<file path="src/rtl/sign_tally_pkg.sv">
package sign_tally_pkg;

   typedef enum logic [2:0] {
      ST_IDLE,
      ST_CHECK,
      ST_READ,
      ST_TEST,
      ST_INC,
      ST_DEC,
      ST_WRITE,
      ST_DONE
   } st_state_e;

endpackage

</file>
<file path="src/rtl/st_ctrl.sv">
module st_ctrl
   import sign_tally_pkg::*;
(
   input  logic clk,
   input  logic rst_n,
   input  logic start,
   input  logic last,
   input  logic positive,
   output logic clear,
   output logic rd,
   output logic inc,
   output logic dec,
   output logic wr,
   output logic step,
   output logic done
);

   st_state_e state_q, state_d;

   always_ff @(posedge clk or negedge rst_n) begin
      if (!rst_n) state_q <= ST_IDLE;
      else        state_q <= state_d;
   end

   always_comb begin
      state_d = state_q;
      clear   = 1'b0;
      rd      = 1'b0;
      inc     = 1'b0;
      dec     = 1'b0;
      wr      = 1'b0;
      step    = 1'b0;
      done    = 1'b0;
      unique case (state_q)
         ST_IDLE: begin
            if (start) begin
               clear   = 1'b1;
               state_d = ST_CHECK;
            end
         end
         ST_CHECK: state_d = last ? ST_DONE : ST_READ;
         ST_READ: begin
            rd      = 1'b1;
            state_d = ST_TEST;
         end
         ST_TEST: state_d = positive ? ST_INC : ST_DEC;
         ST_INC: begin
            inc     = 1'b1;
            state_d = ST_WRITE;
         end
         ST_DEC: begin
            dec     = 1'b1;
            state_d = ST_WRITE;
         end
         ST_WRITE: begin
            wr      = 1'b1;
            step    = 1'b1;
            state_d = ST_CHECK;
         end
         ST_DONE: begin
            done = 1'b1;
            if (start) begin
               clear   = 1'b1;
               state_d = ST_CHECK;
            end
         end
         default: state_d = ST_IDLE;
      endcase
   end

   // the two branch states are entered only from the sign test
   assert_branch_from_test_R3: assert property (@(posedge clk) disable iff (!rst_n)
      (inc || dec) |-> $past(state_q) == ST_TEST);

   // each write follows exactly one tally update
   assert_write_after_update_R5: assert property (@(posedge clk) disable iff (!rst_n)
      wr |-> $past(inc) || $past(dec));

endmodule

</file>
<file path="src/rtl/st_index.sv">
module st_index #(
   parameter int ADDR_W = 12,
   parameter int COUNT  = 100
) (
   input  logic              clk,
   input  logic              rst_n,
   input  logic              clear,
   input  logic              step,
   input  logic [ADDR_W-1:0] base_in,
   output logic [ADDR_W-1:0] addr,
   output logic              last
);

   localparam int IDX_W = $clog2(COUNT + 1);

   logic [ADDR_W-1:0] base_q;
   logic [IDX_W-1:0]  idx_q;

   always_ff @(posedge clk or negedge rst_n) begin
      if (!rst_n) begin
         base_q <= '0;
         idx_q  <= '0;
      end else if (clear) begin
         base_q <= base_in;
         idx_q  <= '0;
      end else if (step) begin
         idx_q  <= idx_q + IDX_W'(1);
      end
   end

   generate
      if (IDX_W < ADDR_W) begin : g_widen_idx
         assign addr = base_q + {{(ADDR_W - IDX_W){1'b0}}, idx_q};
      end else begin : g_trim_idx
         assign addr = base_q + idx_q[ADDR_W-1:0];
      end
   endgenerate

   assign last = (idx_q == IDX_W'(COUNT));

   // the index never runs past the window length
   assert_idx_bound_R2: assert property (@(posedge clk) disable iff (!rst_n)
      idx_q <= IDX_W'(COUNT));

   // the index advances by one per step
   assert_idx_step_R2: assert property (@(posedge clk) disable iff (!rst_n)
      step && !clear |=> idx_q == $past(idx_q) + IDX_W'(1));

endmodule

</file>
<file path="src/rtl/st_tally.sv">
module st_tally #(
   parameter int DATA_W = 16
) (
   input  logic              clk,
   input  logic              rst_n,
   input  logic              clear,
   input  logic              inc,
   input  logic              dec,
   input  logic [DATA_W-1:0] rdata,
   output logic              positive,
   output logic [DATA_W-1:0] tally
);

   logic [DATA_W-1:0] tally_q;

   assign positive = ~rdata[DATA_W-1] & (|rdata);

   always_ff @(posedge clk or negedge rst_n) begin
      if (!rst_n)     tally_q <= '0;
      else if (clear) tally_q <= '0;
      else if (inc)   tally_q <= tally_q + DATA_W'(1);
      else if (dec)   tally_q <= tally_q - DATA_W'(1);
   end

   assign tally = tally_q;

   assert_inc_one_R3: assert property (@(posedge clk) disable iff (!rst_n)
      inc |=> tally_q == $past(tally_q) + DATA_W'(1));

   assert_dec_one_R4: assert property (@(posedge clk) disable iff (!rst_n)
      dec |=> tally_q == $past(tally_q) - DATA_W'(1));

   assert_clear_zero_R2: assert property (@(posedge clk) disable iff (!rst_n)
      clear |=> tally_q == '0);

   assert_no_double_strobe_R3: assert property (@(posedge clk) disable iff (!rst_n)
      !(inc && dec));

endmodule

</file>
<file path="src/rtl/sign_tally_engine.sv">
module sign_tally_engine #(
   parameter int DATA_W = 16,
   parameter int ADDR_W = 12,
   parameter int COUNT  = 100
) (
   input  logic              clk,
   input  logic              rst_n,
   input  logic              start,
   input  logic [ADDR_W-1:0] base_addr,
   output logic [ADDR_W-1:0] mem_addr,
   output logic              mem_rd,
   output logic              mem_wr,
   input  logic [DATA_W-1:0] mem_rdata,
   output logic [DATA_W-1:0] mem_wdata,
   output logic [DATA_W-1:0] tally_out,
   output logic              done
);

   generate
      if (DATA_W < 2) begin : g_bad_data_w
         $error("DATA_W must be at least 2");
      end
      if (COUNT < 1) begin : g_bad_count
         $error("COUNT must be at least 1");
      end
      if (COUNT > (1 << ADDR_W)) begin : g_bad_window
         $error("COUNT must not exceed the address space");
      end
   endgenerate

   logic clear, inc, dec, step, last, positive;

   st_ctrl u_ctrl (
      .clk      (clk),
      .rst_n    (rst_n),
      .start    (start),
      .last     (last),
      .positive (positive),
      .clear    (clear),
      .rd       (mem_rd),
      .inc      (inc),
      .dec      (dec),
      .wr       (mem_wr),
      .step     (step),
      .done     (done)
   );

   st_index #(.ADDR_W(ADDR_W), .COUNT(COUNT)) u_index (
      .clk     (clk),
      .rst_n   (rst_n),
      .clear   (clear),
      .step    (step),
      .base_in (base_addr),
      .addr    (mem_addr),
      .last    (last)
   );

   st_tally #(.DATA_W(DATA_W)) u_tally (
      .clk      (clk),
      .rst_n    (rst_n),
      .clear    (clear),
      .inc      (inc),
      .dec      (dec),
      .rdata    (mem_rdata),
      .positive (positive),
      .tally    (tally_out)
   );

   assign mem_wdata = tally_out;

   assert_wr_single_R5: assert property (@(posedge clk) disable iff (!rst_n)
      mem_wr |=> !mem_wr);

   assert_wr_same_addr_R5: assert property (@(posedge clk) disable iff (!rst_n)
      mem_wr |-> $past(mem_rd, 3) && (mem_addr == $past(mem_addr, 3)));

   assert_rd_wr_apart_R6: assert property (@(posedge clk) disable iff (!rst_n)
      !(mem_rd && mem_wr));

   assert_done_hold_R7: assert property (@(posedge clk) disable iff (!rst_n)
      done && !start |=> done && $stable(tally_out));

   assert_done_quiet_R7: assert property (@(posedge clk) disable iff (!rst_n)
      done |-> !mem_rd && !mem_wr);

endmodule

</file>
<file path="config.mk">
export PLATFORM = sky130hd
export DESIGN_NAME = sign_tally_engine
export DESIGN_NICKNAME = d
export VERILOG_FILES = /design/src/rtl/sign_tally_pkg.sv /design/src/rtl/st_ctrl.sv /design/src/rtl/st_index.sv /design/src/rtl/st_tally.sv /design/src/rtl/sign_tally_engine.sv
export SDC_FILE = /design/constraint.sdc
export NUM_CORES = 1
export LEC_CHECK = 0
export BUFFER_PORTS_ARGS = -buffer_cell sky130_fd_sc_hd__buf_2
export CAP_MARGIN = 20
export CORE_MARGIN = 2
export CORE_UTILIZATION = 48
export CTS_CLUSTER_SIZE = 8
export DETAILED_ROUTE_END_ITERATION = 8
export HOLD_SLACK_MARGIN = 0.02
export PLACE_DENSITY = 0.77
export SLEW_MARGIN = 20
export SYNTH_ARGS = -nofsm -noshare
export SYNTH_HDL_FRONTEND = slang
export SYNTH_SLANG_ARGS = --single-unit
</file>
<file path="constraint.sdc">
create_clock -name clk -period 2.6 [get_ports clk]
set_input_delay 0.13 -clock clk [delete_from_list [all_inputs] [get_ports clk]]
set_output_delay 0.13 -clock clk [all_outputs]
set_load 0.005 [all_outputs]
</file>
After elaboration in Yosys (flattened, before gate mapping)
Index checks and enable logic that the tools add are counted.
W data, S select, Z words.
- add/subtract/negate cells: 4
- equal/unequal tests: 9
- muxes and demuxes: 16
- bitwise operators: 2
- reduce and logical (&&, ||, !) cells: 6
- operator list (operator ; number):
    $mux W16 ; 3
    $pmux W3 S6 ; 1
    $add A16 B1 Y16 const B ; 1
    $reduce_or A16 Y1 ; 1
    $sub A16 B1 Y16 const B ; 1
    $mux W7 ; 2
    $add A12 B7 Y12 ; 1
    $eq A3 B3 Y1 const B ; 4
    $mux W1 ; 8
    $add A7 B1 Y7 const B ; 1
    $eq A7 B7 Y1 const B ; 1
    $eq A3 B2 Y1 const B ; 2
    $mux W3 ; 2
    $reduce_or A2 Y1 ; 2
    $eq A3 B1 Y1 const B ; 1
    $logic_not A3 Y1 ; 1
    $reduce_bool A3 Y1 ; 1
    $ne A2 B1 Y1 const B ; 1
    $reduce_bool A2 Y1 ; 1
    $and A1 B1 Y1 ; 1
    $not A1 Y1 ; 1
- register bits after elaboration: 38
- input bits: 31
- logic and storage cells: 41

Logic depth before layout (Yosys ltp)
Gate-level depths: netlist of run 1.
- word-level depth: 5
- gate-level depth with buffers: 11
- depth with buffers taken out: 9

Hierarchy
A second synthesis of run 1 with hierarchy kept.
- cells, all modules: 306
- area, all modules: 2876.5 µm²
- by module, submodules not included (module ; instances ; cells an instance ; area each (µm²) ; sequential area each (µm²)):
    st_tally ; 1 ; 161 ; 1403.8 ; 400.4
    st_index ; 1 ; 102 ; 1132.3 ; 475.5
    st_ctrl ; 1 ; 27 ; 220.2 ; 75.1
    sign_tally_engine ; 1 ; 16 ; 120.1 ; 0.0

Worst setup path before layout of run 1
No wires, ideal clock.
- path kind: register -> register
- from: register u_ctrl.state_q[1]
- to: register u_tally.tally_q[15], in the netlist u_tally.tally[15]
- library setup time: 0.126 ns
- arrival time: 2.735 ns
- required time: 2.474 ns
- setup slack: -0.261 ns
- cell stages (with the launch flop): 11
- buffers on the path: 1
- clock period less this slack: 2.861 ns
- cells stage by stage: dfrtp_1 buf_2 nor2b_1 nand2_1 ha_1 o211ai_1 o211ai_1 nor4bb_1 or3_1 and3_1 a311o_1
- longest elaborated chain between the ends: 4
- RTL lines (what ; line ; RTL):
    start, declared ; st_ctrl.sv:18 ; st_state_e state_q, state_d;
    start signal, assigned ; st_ctrl.sv:22 ; else state_q <= state_d;
    $eq A3 B3 Y1 or $logic_not A3 Y1 (tied branches) ; st_ctrl.sv:34 ; unique case (state_q)
    $reduce_or A2 Y1 (no source line) or $mux W1 (tied branches) ; n/a ;
    $mux W1 or $mux W16 (tied branches) ; n/a ;
    $reduce_bool A3 Y1 (no source line) or $mux W16 (tied branches) ; n/a ;
    end signal, assigned ; st_tally.sv:21 ; else if (inc) tally_q <= tally_q + DATA_W'(1);
    end signal, assigned ; st_tally.sv:22 ; else if (dec) tally_q <= tally_q - DATA_W'(1);
    end, declared ; st_tally.sv:14 ; logic [DATA_W-1:0] tally_q;
Several ways; a longest one is shown, not always the timed one.
A chain may end at the register's enable or synchronous reset.

Worst setup path after layout of run 1
Same ends and word-level chain as after synthesis.

==> reports/summary.txt, run 1 <==
# nets final: 461
max frequency: 0.402 GHz
Setup crit end: u_tally.tally[15]
relative slew slack: 40.8%
global route total overflow: 0
chip height: 80.2 um
final setup vio count: 0
routed wire length: 6970 um
WL/cell: 14.6 um
H-tree levels: 2
dpl ws: 0.0506 ns
first-pass GRT wire length: 11,000 um
main combinational cell family by area after synthesis: simple AND/OR/NAND/NOR gates
simple-gate share of the synthesized area: 19.4%
Yosys warnings: 0
Fin Clk Skew: 0.00803 ns
FP Rows: 27
HP Class: in -> reg
Reg-to-Reg Start: u_ctrl.state_q[1]
initial core utilization: 50.2%
Hold Slack: 0.0276 ns
kind of critical path: reg -> reg
synthesized area: 2780 um2
largest net degree at the start of global routing: 39
die area: 6420 um2
Crit. path cell count: 10
hpwl dp: 4800 um
drc violations: 0
Final Util: 62.6%
kind of end point of the critical path: flop
Routability Congestion: 0.915
DR pass1 iterations: 4
# fillers: 476
R2R Setup Slk: 0.11 ns
gr usage total: 21.7%
Die W: 80.2 um
final hold violation count: 0
CP max stage cell: dfrtp_1
CP Cell Sequence: nor2b_4 > nand2_4 > buf_4 > ha_1 > o21a_1 > nor2_1 > nor4bb_2 > or3_1 > and3_1 > a311o_1
initial antenna violation count: 0
minimum clock period: 2.49 ns
Mapped Nets: 382
outcome: completed
critical path buffer and inverter count: 1
max-cap violation count: 0
commonest non-fill, non-tap cell in the layout: buf_2
start point of the critical path: u_ctrl.state_q[1]
vias per cell: 5.51
TritonCTS clock tree: yes
area of the multi-input gates: 1740 um2
Slew Viols, Final: 0
clock buffer depth: 2
IO buf count: 77
XOR/XNOR share of the synthesized area: 8.81%
Ant. Diodes: 0
Compound-Gate Fraction of Synth Area: 17.8%
io pins: 78
critical path arrival: 2.67 ns
synthesized instance count: 324
post-route ant nets: 0
Reg clk slew, reported paths: 0.08 ns
Reg2Reg Depth: 10
Tcrit/Tclk final: 95.6%
clk_lat worst skew: 0.30 ns
area delta synth->final: 24.7%
Post-Synth Adder-Cell Area: 12.7%
post-synthesis register bit count: 38
CP Launch Type: flop
multiplexer share of the synthesized area: 0.360%
Seq/Total Area, Yosys: 34.2%
Leak: 1.74 nW
via count: 2,623
Worst-Margin Slew: 0.888 ns
register area: 951 um2
share of cells above drive strength 1: 29.2%
Final Instance Area: 3470 um2
PnR worst setup slack: 0.113 ns
leading cell types in the layout, fill and taps excluded: buf_2 (77), nand2_1 (47), dfrtp_1 (38), o21ai_0 (29), nor2_1 (25)
root buffer cell: clkbuf_8
setup TNS: 0 ns
TritonCTS Sinks: 38
slowest stage delay, CP: 0.41 ns
Worst path top cell family by delay: simple AND/OR/NAND/NOR gates
Power Density: 1360 nW/um2
worst path required time: 2.78 ns
maximum vdd drop: 0.000527 V
unrepaired setup endpoints after global routing: true
TritonCTS Buffers: 5
FF-to-FF End: u_tally.tally[15]
placed instance area: 3190 um2
Yosys cell types: 47
initial DRC count: 184
number of global-route vias before repair: 2,478
syn avg cell area: 8.59 um2
Core ar.: 5540 um2
Critical Path Fanout Max: 9
-- report_power, final --
| group | switching (W) | internal, W | total, W |
|---|---|---|---|
| registers | 0.000239 | 0.000839 | 0.00108 |
| clock network | 0.000231 | 0.000286 | 0.000516 |
| logic | 0.00166 | 0.00146 | 0.00312 |
| total | 0.00213 | 0.00259 | 0.00471 |
-- routing by layer --
layer | vias up | global-route usage (%) | wire length [um]
li1 | 1284 | - | -
met1 | 1233 | 27.4 | 3030
met2 | 100 | 37.8 | 3460
met3 | 6 | 4.04 | 422
met4 | 0 | 5.93 | 54
met5 | - | 0 | 0
-- sequential cells by signal, indices dropped and copies added (netlist names) --
name	count
u_ctrl.state_q	3
u_index.base_q	12
u_index.idx_q	7
u_tally.tally	16
-- tightest hold or removal path: stages --
cell,delay [ns]
buf_2,0.08
nand2_1,0.04
nand2_1,0.04
-- cells in the mapped netlist (all sizes together) --
master / count / area share, %
o21ai: 32 / 5.8
inv: 7 / 0.94
a21o: 7 / 1.9
a311o: 3 / 1.1
nand3: 17 / 3.1
a211o: 1 / 0.31
mux2i: 1 / 0.36
xnor2: 18 / 5.7
nor4: 4 / 0.90
or2: 1 / 0.22
a211oi: 3 / 0.99
o211ai: 2 / 0.54
dfrtp: 38 / 34
o311ai: 1 / 0.31
nand4: 3 / 0.67
ha: 25 / 11
o32a: 2 / 0.76
or3: 1 / 0.22
or4: 1 / 0.27
nor4bb: 1 / 0.36
nor2b: 4 / 0.90
and2: 2 / 0.45
nor2: 25 / 3.4
buf: 20 / 5.0
fa: 2 / 1.4
a21oi: 18 / 3.2
o21bai: 2 / 0.54
xor2: 10 / 3.1
a21boi: 1 / 0.27
a41oi: 1 / 0.31
o22ai: 1 / 0.22
clkbuf: 6 / 0.81
o21a: 3 / 0.81
nor3: 2 / 0.36
and3: 1 / 0.22
nand2b: 3 / 0.67
nand2: 48 / 6.5
a31oi: 2 / 0.45
nor4b: 1 / 0.31
and4: 3 / 0.94
a221oi: 1 / 0.31
-- area by class of cell --
type,instances,area share [%]
clock buffers,5,1.98
clock inverters,3,1.30
inverters,7,0.757
multi-input cells,254,50.1
flip-flops and latches,38,27.4
well taps,72,2.60
repair buffers,97,15.9
-- how the worst min path moves through the flow --
stage | slack, ns | end | from | depth (start not counted)
2_1_floorplan | -0.17 | u_ctrl.state_q[0] | rst_n | 0
4_1_cts | 0.02 | u_index.base_q[11] | base_addr[11] | 3
5_1_grt | 0.04 | u_index.base_q[11] | base_addr[11] | 3
6_report | 0.03 | u_index.base_q[11] | base_addr[11] | 3
3_3_place_gp | 0.30 | u_tally.tally[14] | rst_n | 1
3_5_place_dp | 0.30 | u_tally.tally[13] | rst_n | 1
-- metrics by stage --
stage               total power [W]  cells
finish                      0.00471    476
global route                0.00517    476
CTS                         0.00457    473
detailed placement          0.00399    458
global placement            0.00390    458
floorplan                   0.00322    324
-- cell families after synthesis --
kind of cell | count (synthesis)
buf+inv | 33
xor+xnor | 28
simple gates | 117
flops | 38
fa+ha+maj | 27
compound gates | 80
mux | 1
-- what timing repair did --
action,4_1_cts,5_1_grt
setup buffers,1,2
pin swaps,0,3
endpoints found under the hold margin,43,0
endpoints found under the setup margin,3,9
hold buffers,6,0
resized for setup,3,13
cloned,0,1
Power figures use the tool's default switching activity.
==> inputs of run 2 (changes only) <==
Settings changed: SYNTH_HIERARCHICAL from default to 1.
==> reports/summary.txt, run 2 <==
Async SR Flop Fraction: 100% (unchanged)
gr usage total: 19.9% (was 21.7%)
# fillers: 514 (was 476)
outcome: completed (unchanged)
area of the multi-input gates: 1790 um2 (was 1740 um2)
final hold violation count: 0 (unchanged)
share of cells above drive strength 1: 37.4% (was 29.2%)
Fin Clk Skew: 0.00480 ns (was 0.00803 ns)
Reg clk slew, reported paths: 0.08 ns (about the same)
# nets final: 429 (was 461)
Synth area leaders: dfrtp_1 (33%), ha_1 (10%), mux2_2 (4.7%), xnor2_1 (4.6%), buf_4 (4.4%) (was dfrtp_1 (34%), ha_1 (11%), nand2_1 (6.5%), xnor2_1 (5.7%), o21ai_0 (5.6%))
commonest non-fill, non-tap cell in the layout: buf_2 (unchanged)
setup TNS: 0 ns (unchanged)
Yosys warnings: 6 (was 0)
vias per cell: 5.57 (was 5.51)
largest net degree at the start of global routing: 39 (unchanged)
R2R Setup Slk: 0.10 ns (was 0.11 ns)
TritonCTS Sinks: 38 (unchanged)
hpwl dp: 4660 um (was 4800 um)
final non-filler cell total: 449 (was 476)
WL/cell: 14.4 um (was 14.6 um)
top_reg_cell synth: dfrtp_1 (unchanged)
Leak: 1.70 nW (was 1.74 nW)
Synth area leader: dfrtp_1 (unchanged)
worst path required time: 2.79 ns (was 2.78 ns)
IO buf count: 77 (unchanged)
routed wire length: 6470 um (was 6970 um)
global route total overflow: 0 (unchanged)
Reg-to-Reg Start: u_ctrl/state_q[1] (was u_ctrl.state_q[1])
final setup vio count: 0 (unchanged)
Worst Hold Depth: 2 (was 3)
area delta synth->final: 20.1% (was 24.7%)
maximum vdd drop: 0.000477 V (was 0.000527 V)
Yosys cell types: 54 (was 47)
post-synthesis register bit count: 38 (unchanged)
Core ar.: 5850 um2 (was 5540 um2)
FF-to-FF End: u_tally/tally[14] (was u_tally.tally[15])
Final Util: 59.0% (was 62.6%)
root buffer cell: clkbuf_8 (unchanged)
HP Class: in -> reg (unchanged)
initial core utilization: 49.2% (was 50.2%)
clk_lat worst skew: 0.30 ns (about the same)
Worst-Margin Slew: 0.854 ns (was 0.888 ns)
most common library cells after synthesis: dfrtp_1 (38), nand2_1 (27), ha_1 (23) (was nand2_1 (48), dfrtp_1 (38), o21ai_0 (31))
DR pass1 iterations: 4 (unchanged)
max frequency: 0.400 GHz (was 0.402 GHz)
via count: 2,501 (was 2,623)
Die W: 81.4 um (was 80.2 um)
Routability Congestion: 0.919 (was 0.915)
TritonCTS Buffers: 5 (unchanged)
placed instance area: 3270 um2 (was 3190 um2)
Tcrit/Tclk final: 96.1% (was 95.6%)
H-tree levels: 2 (unchanged)
relative slew slack: 43.0% (was 40.8%)
Final Instance Area: 3450 um2 (was 3470 um2)
drc violations: 0 (unchanged)
kind of end point of the critical path: flop (unchanged)
Reg2Reg Depth: 11 (was 10)
post-route ant nets: 0 (unchanged)
number of global-route vias before repair: 2,277 (was 2,478)
chip height: 81.4 um (was 80.2 um)
Slew Viols, Final: 0 (unchanged)
TritonCTS clock tree: yes (unchanged)
max FFs per register: 16 (unchanged)
unrepaired setup endpoints after global routing: true (unchanged)
Power Density: 896 nW/um2 (was 1360 nW/um2)
critical path arrival: 2.69 ns (was 2.67 ns)
Critical Path Fanout Max: 8 (was 9)
placed insts: 439 (was 458)
hold path start: base_addr[0] (was base_addr[11])
first-pass GRT wire length: 10,300 um (was 11,000 um)
synthesized area: 2880 um2 (was 2780 um2)
die area: 6630 um2 (was 6420 um2)
synthesized instance count: 306 (was 324)
Seq/Total Area, Yosys: 33.1% (was 34.2%)
leading cell types in the layout, fill and taps excluded: buf_2 (77), dfrtp_1 (38), nand2_1 (26), a21oi_1 (20), o21ai_0 (17) (was buf_2 (77), nand2_1 (47), dfrtp_1 (38), o21ai_0 (29), nor2_1 (25))
initial DRC count: 108 (was 184)
kind of critical path: reg -> reg (unchanged)
syn avg cell area: 9.40 um2 (was 8.59 um2)
initial antenna violation count: 0 (unchanged)
Synth top area share: 33.1% (was 34.2%)
Post-synth EDFFs: 0 (unchanged)
minimum clock period: 2.50 ns (was 2.49 ns)
io pins: 78 (unchanged)
most frequent cell after synthesis: dfrtp_1 (was nand2_1)
Ant. Diodes: 0 (unchanged)
register area: 951 um2 (unchanged)
max-cap violation count: 0 (unchanged)
hold worst-path end: u_index/base_q[0] (was u_index.base_q[11])
Mapped Nets: 362 (was 382)
clock buffer depth: 2 (unchanged)
FP Rows: 28 (was 27)
CP Launch Type: flop (unchanged)
[run 2: changes by cell type in the layout (fill, tap and decap cells not counted), sizes merged, moves of 6 or more]
cell   before  now
o21ai      32   26
nor2       25   16
nand2      49   27
mux2        0   12
nand3      17    2
[run 2: power by group]
part | internal (W) | switching [W] | total (W)
registers | 0.000715 | 0.000160 | 0.000875
clock network | 0.000213 | 0.000218 | 0.000431
logic | 0.000859 | 0.000929 | 0.00179
[run 2: metrics by stage]
stage	hold WS (ns)	setup slack [ns]	power, W
6_report	0.0601	0.101	0.00309
5_1_grt	0.0541	-0.0383	0.00336
4_1_cts	0.0558	0.0156	0.00296
3_5_place_dp	0.303	0.0383	0.00252
3_3_place_gp	0.295	0.0782	0.00248
2_1_floorplan	-0.166	0.0152	0.00218
[run 2: cell type report]
class / instances / area share [%]
timing repair inverter: 1 / 0.217
tap: 75 / 2.72
timing repair buffer: 87 / 13.5
multi-input combinational: 229 / 52.0
inverter: 11 / 1.30
sequential: 38 / 27.5
clock inverter: 2 / 0.362
clock buffer: 6 / 2.39
[run 2: how the worst max path moves through the flow]
stage               cells after the start  slack, ns         startpoint                 to
finish                                 11       0.10  u_ctrl/state_q[1]  u_tally/tally[14]
global route                           11      -0.04  u_ctrl/state_q[1]  u_tally/tally[14]
CTS                                    11       0.02  u_ctrl/state_q[1]  u_tally/tally[14]
detailed placement                     11       0.04  u_ctrl/state_q[1]  u_tally/tally[14]
global placement                        9       0.08  u_ctrl/state_q[1]  u_tally/tally[15]
floorplan                              12       0.02  u_ctrl/state_q[1]  u_tally/tally[14]
[run 2: what timing repair did]
item,CTS,global route
buffers inserted,0,0
gates resized for setup,0,17
hold buffers,1,0
endpoints found under the setup margin,0,10
hold endpoints to repair,38,0
[run 2: per-layer routing]
layer  GRT usage, %  routed length, um
met5              0                  0
met4           5.93                 99
met3           3.52                350
met2           33.0               3130
met1           26.6               2890
[run 2: critical path, cell delays in order (launching register included)]
cell and delay [ns]:
dfrtp_1 0.39, inv_2 0.08, and3_4 0.26, clkinvlp_4 0.18, buf_6 0.18, ha_4 0.25, a21oi_4 0.18, o21ai_4 0.09
a2111oi_4 0.30, o211ai_2 0.13, xor2_1 0.15, a22o_1 0.19
[run 2: kinds of logic (layout without fill, tap and decap cells)]
| logic type | Yosys count | in the layout | synth area share, % |
|---|---|---|---|
| compound gates | 83 | 83 | 20.1 |
| xor+xnor | 28 | 28 | 8.53 |
| fa+ha+maj | 25 | 25 | 11.4 |
| buf+inv | 39 | 107 | 8.05 |
| flops | 38 | 38 | 33.1 |
| mux | 13 | 13 | 5.05 |
| simple gates | 80 | 80 | 13.9 |
